===== src/rtl/sd_dat_tx_pkg.sv =====
package sd_dat_tx_pkg;

    localparam int LANES    = 4;
    localparam int CRC_W    = 16;
    localparam logic [CRC_W-1:0] CRC_POLY = 16'h1021;

    typedef enum logic [2:0] {
        ST_IDLE,
        ST_START,
        ST_PAY,
        ST_CRC,
        ST_END,
        ST_GAP,
        ST_BLO,
        ST_BHI
    } tx_state_e;

    // one serial step of the CRC16 divider
    function automatic logic [CRC_W-1:0] crc16_step(logic [CRC_W-1:0] c, logic b);
        logic fb;
        fb = b ^ c[CRC_W-1];
        return {c[CRC_W-2:0], 1'b0} ^ (fb ? CRC_POLY : '0);
    endfunction

endpackage


===== src/rtl/sd_dat_crc_lane.sv =====
module sd_dat_crc_lane
    import sd_dat_tx_pkg::*;
(
    input  logic clk,
    input  logic rst_n,
    input  logic clr,
    input  logic upd,
    input  logic shf,
    input  logic bit_in,
    output logic msb
);
    logic [CRC_W-1:0] crc_d, crc_q;

    always_comb begin
        crc_d = crc_q;
        if (clr)      crc_d = '0;
        else if (upd) crc_d = crc16_step(crc_q, bit_in);
        else if (shf) crc_d = {crc_q[CRC_W-2:0], 1'b0};
    end

    always_ff @(posedge clk) begin
        if (!rst_n) crc_q <= '0;
        else        crc_q <= crc_d;
    end

    assign msb = crc_q[CRC_W-1];
endmodule


===== src/rtl/sd_dat_byte_buf.sv =====
module sd_dat_byte_buf #(
    parameter int BYTE_W = 8
) (
    input  logic              clk,
    input  logic              rst_n,
    input  logic              accept_en,
    input  logic              wide,
    input  logic              take,
    input  logic [BYTE_W-1:0] in_data,
    input  logic              in_valid,
    output logic              in_ready,
    output logic              loaded,
    output logic              have,
    output logic [3:0]        unit
);
    localparam int IDX_W = $clog2(BYTE_W);

    typedef struct packed {
        logic [BYTE_W-1:0] byte_v;
        logic              full;
        logic [IDX_W-1:0]  idx;
    } buf_t;

    buf_t r_q, r_d;
    logic last_unit;

    assign last_unit = wide ? (r_q.idx == IDX_W'(1)) : (r_q.idx == IDX_W'(BYTE_W-1));
    assign in_ready  = accept_en && (!r_q.full || (take && last_unit));
    assign loaded    = in_ready && in_valid;
    assign have      = r_q.full;

    always_comb begin
        unit = 4'b0000;
        if (wide) begin
            unit = (r_q.idx == '0) ? r_q.byte_v[BYTE_W-1 -: 4] : r_q.byte_v[BYTE_W-5 -: 4];
        end else begin
            unit[0] = r_q.byte_v[IDX_W'(BYTE_W-1) - r_q.idx];
        end
    end

    always_comb begin
        r_d = r_q;
        if (take) begin
            if (last_unit) r_d.full = 1'b0;
            else           r_d.idx  = r_q.idx + IDX_W'(1);
        end
        if (loaded) begin
            r_d.byte_v = in_data;
            r_d.full   = 1'b1;
            r_d.idx    = '0;
        end
    end

    always_ff @(posedge clk) begin
        if (!rst_n) r_q <= '0;
        else        r_q <= r_d;
    end
endmodule


===== src/rtl/sd_dat_tx.sv =====
module sd_dat_tx
    import sd_dat_tx_pkg::*;
#(
    parameter int BLOCK_BYTES = 512,
    parameter int GAP_CYCLES  = 8,
    parameter int BUSY_CYCLES = 10
) (
    input  logic       clk,
    input  logic       rst_n,
    input  logic       strobe,
    input  logic       wide,
    input  logic       start_blk,
    input  logic       start_busy,
    input  logic [7:0] in_data,
    input  logic       in_valid,
    output logic       in_ready,
    output logic [3:0] dat_out,
    output logic [3:0] dat_oe,
    output logic       done,
    output logic       idle
);
    localparam int MAX_CNT = 8*BLOCK_BYTES + CRC_W + GAP_CYCLES + BUSY_CYCLES;
    localparam int CNT_W   = $clog2(MAX_CNT + 1);
    localparam int LD_W    = $clog2(BLOCK_BYTES + 1);

    typedef struct packed {
        tx_state_e        st;
        logic             wide;
        logic [CNT_W-1:0] cnt;
        logic [LD_W-1:0]  ld;
        logic [3:0]       dat;
        logic [3:0]       oe;
        logic             done;
    } tx_t;

    tx_t r_q, r_d;

    logic             take, crc_clr, crc_upd, crc_shf;
    logic             accept_en, loaded, have;
    logic [3:0]       unit, crc_msb;
    logic [CNT_W-1:0] pay_units;

    assign pay_units = r_q.wide ? CNT_W'(2*BLOCK_BYTES) : CNT_W'(8*BLOCK_BYTES);
    assign accept_en = ((r_q.st == ST_START) || (r_q.st == ST_PAY)) &&
                       (r_q.ld < LD_W'(BLOCK_BYTES));

    sd_dat_byte_buf #(.BYTE_W(8)) u_buf (
        .clk       (clk),
        .rst_n     (rst_n),
        .accept_en (accept_en),
        .wide      (r_q.wide),
        .take      (take),
        .in_data   (in_data),
        .in_valid  (in_valid),
        .in_ready  (in_ready),
        .loaded    (loaded),
        .have      (have),
        .unit      (unit)
    );

    for (genvar g = 0; g < LANES; g++) begin : g_lane
        sd_dat_crc_lane u_crc (
            .clk    (clk),
            .rst_n  (rst_n),
            .clr    (crc_clr),
            .upd    (crc_upd),
            .shf    (crc_shf),
            .bit_in (unit[g]),
            .msb    (crc_msb[g])
        );
    end

    always_comb begin
        r_d     = r_q;
        r_d.done = 1'b0;
        take    = 1'b0;
        crc_clr = 1'b0;
        crc_upd = 1'b0;
        crc_shf = 1'b0;
        if (loaded) r_d.ld = r_q.ld + LD_W'(1);
        if (strobe) begin
            unique case (r_q.st)
                ST_IDLE: begin
                    if (start_blk) begin
                        r_d.st   = ST_START;
                        r_d.wide = wide;
                        r_d.oe   = wide ? 4'b1111 : 4'b0001;
                        r_d.dat  = 4'b0000;
                        r_d.cnt  = '0;
                        r_d.ld   = '0;
                        crc_clr  = 1'b1;
                    end else if (start_busy) begin
                        r_d.st  = ST_BLO;
                        r_d.oe  = 4'b0001;
                        r_d.dat = 4'b0000;
                        r_d.cnt = CNT_W'(1);
                    end
                end
                ST_START, ST_PAY: begin
                    if (r_q.st == ST_PAY && r_q.cnt == pay_units) begin
                        r_d.st  = ST_CRC;
                        r_d.dat = crc_msb & r_q.oe;
                        r_d.cnt = CNT_W'(1);
                        crc_shf = 1'b1;
                    end else if (have) begin
                        take    = 1'b1;
                        crc_upd = 1'b1;
                        r_d.st  = ST_PAY;
                        r_d.dat = unit & r_q.oe;
                        r_d.cnt = r_q.cnt + CNT_W'(1);
                    end
                end
                ST_CRC: begin
                    if (r_q.cnt == CNT_W'(CRC_W)) begin
                        r_d.st  = ST_END;
                        r_d.dat = r_q.oe;
                    end else begin
                        r_d.dat = crc_msb & r_q.oe;
                        r_d.cnt = r_q.cnt + CNT_W'(1);
                        crc_shf = 1'b1;
                    end
                end
                ST_END, ST_BHI: begin
                    r_d.st   = ST_GAP;
                    r_d.oe   = 4'b0000;
                    r_d.dat  = 4'b0000;
                    r_d.done = 1'b1;
                    r_d.cnt  = CNT_W'(1);
                end
                ST_GAP: begin
                    if (r_q.cnt == CNT_W'(GAP_CYCLES)) r_d.st = ST_IDLE;
                    else r_d.cnt = r_q.cnt + CNT_W'(1);
                end
                ST_BLO: begin
                    if (r_q.cnt == CNT_W'(BUSY_CYCLES)) begin
                        r_d.st  = ST_BHI;
                        r_d.dat = 4'b0001;
                    end else begin
                        r_d.cnt = r_q.cnt + CNT_W'(1);
                    end
                end
                default: r_d.st = ST_IDLE;
            endcase
        end
    end

    always_ff @(posedge clk) begin
        if (!rst_n) begin
            r_q    <= '0;
            r_q.st <= ST_IDLE;
        end else begin
            r_q <= r_d;
        end
    end

    assign dat_out = r_q.dat;
    assign dat_oe  = r_q.oe;
    assign done    = r_q.done;
    assign idle    = (r_q.st == ST_IDLE);
endmodule


===== config.mk =====
export PLATFORM = sky130hd
export DESIGN_NAME = sd_dat_tx
export DESIGN_NICKNAME = d
export VERILOG_FILES = /design/src/rtl/sd_dat_tx_pkg.sv /design/src/rtl/sd_dat_crc_lane.sv /design/src/rtl/sd_dat_byte_buf.sv /design/src/rtl/sd_dat_tx.sv
export SDC_FILE = /design/constraint.sdc
export NUM_CORES = 1
export LEC_CHECK = 0
export ABC_AREA = 1
export ABC_CLOCK_PERIOD_IN_PS = 2200
export BUFFER_PORTS_ARGS = -buffer_cell sky130_fd_sc_hd__buf_2
export CORE_ASPECT_RATIO = 0.9
export CORE_MARGIN = 1
export CORE_UTILIZATION = 40
export CTS_CLUSTER_SIZE = 16
export DETAILED_ROUTE_END_ITERATION = 10
export PLACE_DENSITY_LB_ADDON = 0.25
export SLEW_MARGIN = 10
export SYNTH_ARGS = -nofsm -noshare
export SYNTH_HDL_FRONTEND = slang
export SYNTH_SLANG_ARGS = --single-unit

===== constraint.sdc =====
create_clock -name clk -period 2.2 [get_ports clk]
set_clock_uncertainty 0.1 [all_clocks]
set_input_delay 0.11 -clock clk [delete_from_list [all_inputs] [get_ports clk]]
set_output_delay 0.11 -clock clk [all_outputs]
set_load 0.01 [all_outputs]

==> impl_metrics.py <==
metrics = {
    "power": {
        "power_leakage_uw": 0.00275,
        "p_per_area_nw_per_um2": 1000,
        "p_seq_frac": 0.395,
        "clkPwrFrac": 0.252,
        "p_sw_frac": 0.385,
        "p_comb_frac": 0.354,
        "power.switching_uw": 2390,
        "irDropWorstVdd_mv": 0.658,
        "p_int_uw": 3820,
    },
    "clocking": {
        "cts_max_level": 3,
        "clk_latency_ns": 0.35,
        "cts_num_sinks": 110,
        "numCtsBuffers": 9,
        "cts_tree": "built",
        "cts-root-buf": "clkbuf_16",
        "clock_path_buffers": 2,
        "clk_pin_slew_ns": 0.07,
    },
    "detailed_routing": {
        "postRouteAntennaNets": 0,
        "wl_per_cell_um": 12.4,
        "dr.pass1.iters": 7,
        "first_iter_violations": 282,
        "drt_wl_total_mm": 12.2,
        "viasPerCell": 4.84,
        "drc": 2,
        "vias": 4767,
    },
    "setup_path": {
        "crit_arrival_ns": 1.88,
        "crit_start": "r_q[20]$_SDFFE_PN0P_",
        "cp_cell_sequence": "inv_1 -> ha_2 -> nand3_4 -> nor2_4 -> nand2_4 -> nand4_1 -> nand2_2 -> buf_6 -> nand2_2 -> inv_1 -> buf_2",
        "cpMaxStageDelayCell": "dfxtp_4",
        "crit_family": "simple AND/OR/NAND/NOR gates",
        "worstPathRequired_ns": 1.99,
        "end_kind": "output pin",
        "start_kind": "flip-flop",
        "critPathMaxStageDelay_ns": 0.36,
        "path_max_fanout": 8,
        "r2r_start": "r_q[20]$_SDFFE_PN0P_",
        "timing.critical_path.buf_inv": 4,
        "crit_type": "reg2out",
    },
    "timing": {
        "relSlewSlack": 0.645,
        "finalSetupViolCount": 0,
        "period_minus_slack_ns": 2.09,
        "slew_viol_final": 0,
        "finalCritPeriodShare": 0.949,
        "fmaxAchievable_mhz": 479,
        "tns_ns": 0,
        "timing.hold.ws_ns": 0.0770,
        "rsz0062_at_grt": "false",
        "worst_slew_pin_slew_ns": 0.532,
        "fin_ws_ns": 0.113,
        "finalHoldViolations": 0,
    },
    "yosys": {
        "netlist_instances": 778,
        "avgSynthCellArea_um2": 6.99,
        "syn-num-nets": 801,
        "seq_area_frac_synth": 0.405,
        "synth_warnings": 0,
        "yosysUniqueCellTypes": 35,
        "netlist_area_um2": 5440,
        "ys_ff_latch": 110,
    },
    "grt": {
        "grt_pass1_wl_mm": 20.8,
        "antenna_found_initial": 0,
        "grt_pass1_vias": 4280,
        "track_usage": 0.182,
        "grt_overflow": 0,
        "grt_max_degree": 61,
    },
    "die": {
        "core_um2": 13300,
        "start_util": 0.408,
        "die_x_um": 125,
        "rows": 40,
        "die_h_um": 113,
        "die_area_um2": 14100,
        "pin_count": 26,
    },
    "place": {
        "io_buffer_count": 25,
        "dp_slack_ns": 0.150,
        "hpwl_mm": 8.53,
        "dp_cells": 952,
        "place_area_um2": 5690,
        "place.gp.congestion": 0.867,
    },
    "cells_and_area": {
        "stdcell_area_um2": 6180,
        "drive_gt1_frac": 0.136,
        "antennaDiodeCount": 0,
        "num-fill-cells": 1415,
        "nets": 834,
        "final_cells": 984,
        "area_growth_pct": 13.6,
    },
    "hold_path": {
        "min_from": "in_valid",
        "min_path_type": "in2reg",
    },
    "status": {
        "violations": "DRC",
        "run_status": "complete, but fails checks",
    },
    "job": {
        "maxCapViolCount": 0,
    },
}
layer usage:
metal  part of all wire  vias up  wire (µm)  global-route usage
met3              0.046        9        558              0.0443
met1               0.52     2102       6370               0.255
li1                   -     2568          -                   -
met2               0.42       88       5190               0.278
met5                  0        -          0                   0
met4             0.0074        0         91              0.0496
through the flow:
step	total power, µW	utilization
2_1_floorplan	3960	-
3_3_place_gp	4570	0.427
3_5_place_dp	4560	0.427
4_1_cts	6180	0.458
5_1_grt	6620	0.464
6_report	6200	0.464
cell usage in the layout (no fill, tap or decap), types with 3 or more instances in the layout:
cell / count
nand2_1: 155
nor2_1: 130
dfxtp_1: 104
o21ai_0: 69
a21oi_1: 62
inv_1: 60
nand3_1: 34
buf_2: 25
buf_4: 23
xor2_1: 19
nor3_1: 15
o21ai_1: 15
nand4_1: 13
dlygate4sd3_1: 11
clkbuf_16: 9
inv_2: 7
nand2_2: 7
ha_1: 7
nor2_2: 5
nand3_2: 4
nor2_4: 4
dfxtp_2: 4
nand2_4: 3
inv_6: 3
clkinvlp_4: 3
buf_12: 3
sequential cells by signal, indices dropped and copies added (netlist names), named ones only:
register	count
g_lane.u_crc.crc_q	64
r_q	26
u_buf.r_q	11
dat_out	4
dat_oe	2
done	1
u_buf.have	1
synth_stat cells:
cell	count	area share
nand2_1	157	0.11
nor2_1	131	0.090
dfxtp_1	110	0.41
o21ai_0	69	0.064
a21oi_1	62	0.057
inv_1	60	0.041
nand3_1	35	0.032
xor2_1	19	0.031
nor3_1	15	0.014
o21ai_1	15	0.014
buf_4	14	0.019
nand4_1	13	0.015
buf_6	9	0.019
clkbuf_1	9	0.0062
ha_1	8	0.018
inv_2	8	0.0055
nor2_2	6	0.0069
buf_2	5	0.0046
nand2_2	5	0.0058
nand3_2	4	0.0074
clkbuf_2	3	0.0028
nand2_4	3	0.0062
a31oi_1	2	0.0023
inv_4	2	0.0023
nor2_4	2	0.0041
o211ai_1	2	0.0028
o21a_1	2	0.0028
a21o_1	1	0.0014
buf_1	1	0.00069
nand3_4	1	0.0032
nand3b_1	1	0.0014
nor3_2	1	0.0018
o21bai_1	1	0.0014
o22ai_1	1	0.0012
xnor2_1	1	0.0016
tightest hold or removal path, stage by stage:
cell,delay [ns]
buf_2,0.15
nand4_1,0.11
nor2_1,0.05
nor2_1,0.08
repair_timing:
item,CTS,global route
hold endpoints to repair,14,0
resized for setup,4,16
setup endpoints to repair,1,8
setup buffers,1,4
pin swaps,2,4
hold buffers,11,0
logic make-up after synthesis:
| logic type | share of synthesized area |
|---|---|
| DFF | 0.405 |
| xor gates and xnor gates | 0.0322 |
| and+or+nand+nor | 0.297 |
| adders and majority gates | 0.0184 |
| AOI/OAI and AO/OA | 0.146 |
| buffers and inverters | 0.101 |
final timing paths:
path / endpoint / slack (ns) / cells past startpoint
hold reg to reg: g_lane[3].u_crc.crc_q[0]$_SDFFE_PP0P_ / 0.36 / 2
setup reg to reg: g_lane[0].u_crc.crc_q[5]$_SDFFE_PP0P_ / 0.20 / 15
setup / recovery: in_ready / 0.11 / 11
hold / removal: r_q[12]$_SDFF_PN0_ / 0.08 / 4
area by class of cell:
type,count,area [µm²],share of cell area
multi-input combinational,557,2720,0.439
tap,168,210,0.0340
timing repair buffer,63,479,0.0776
sequential,110,2210,0.358
clock inverter,6,45.0,0.00729
inverter,70,275,0.0446
clock buffer,10,239,0.0387
power groups by stage:
stage	clock [µW]	sequential (µW)	combinational, µW
after floorplan	0	2440	1520
after global placement	0	2490	2080
after detailed placement	0	2480	2080
after CTS	1610	2440	2130
after global routing	1690	2480	2450
final	1560	2450	2190
Power figures use the tool's default switching activity.
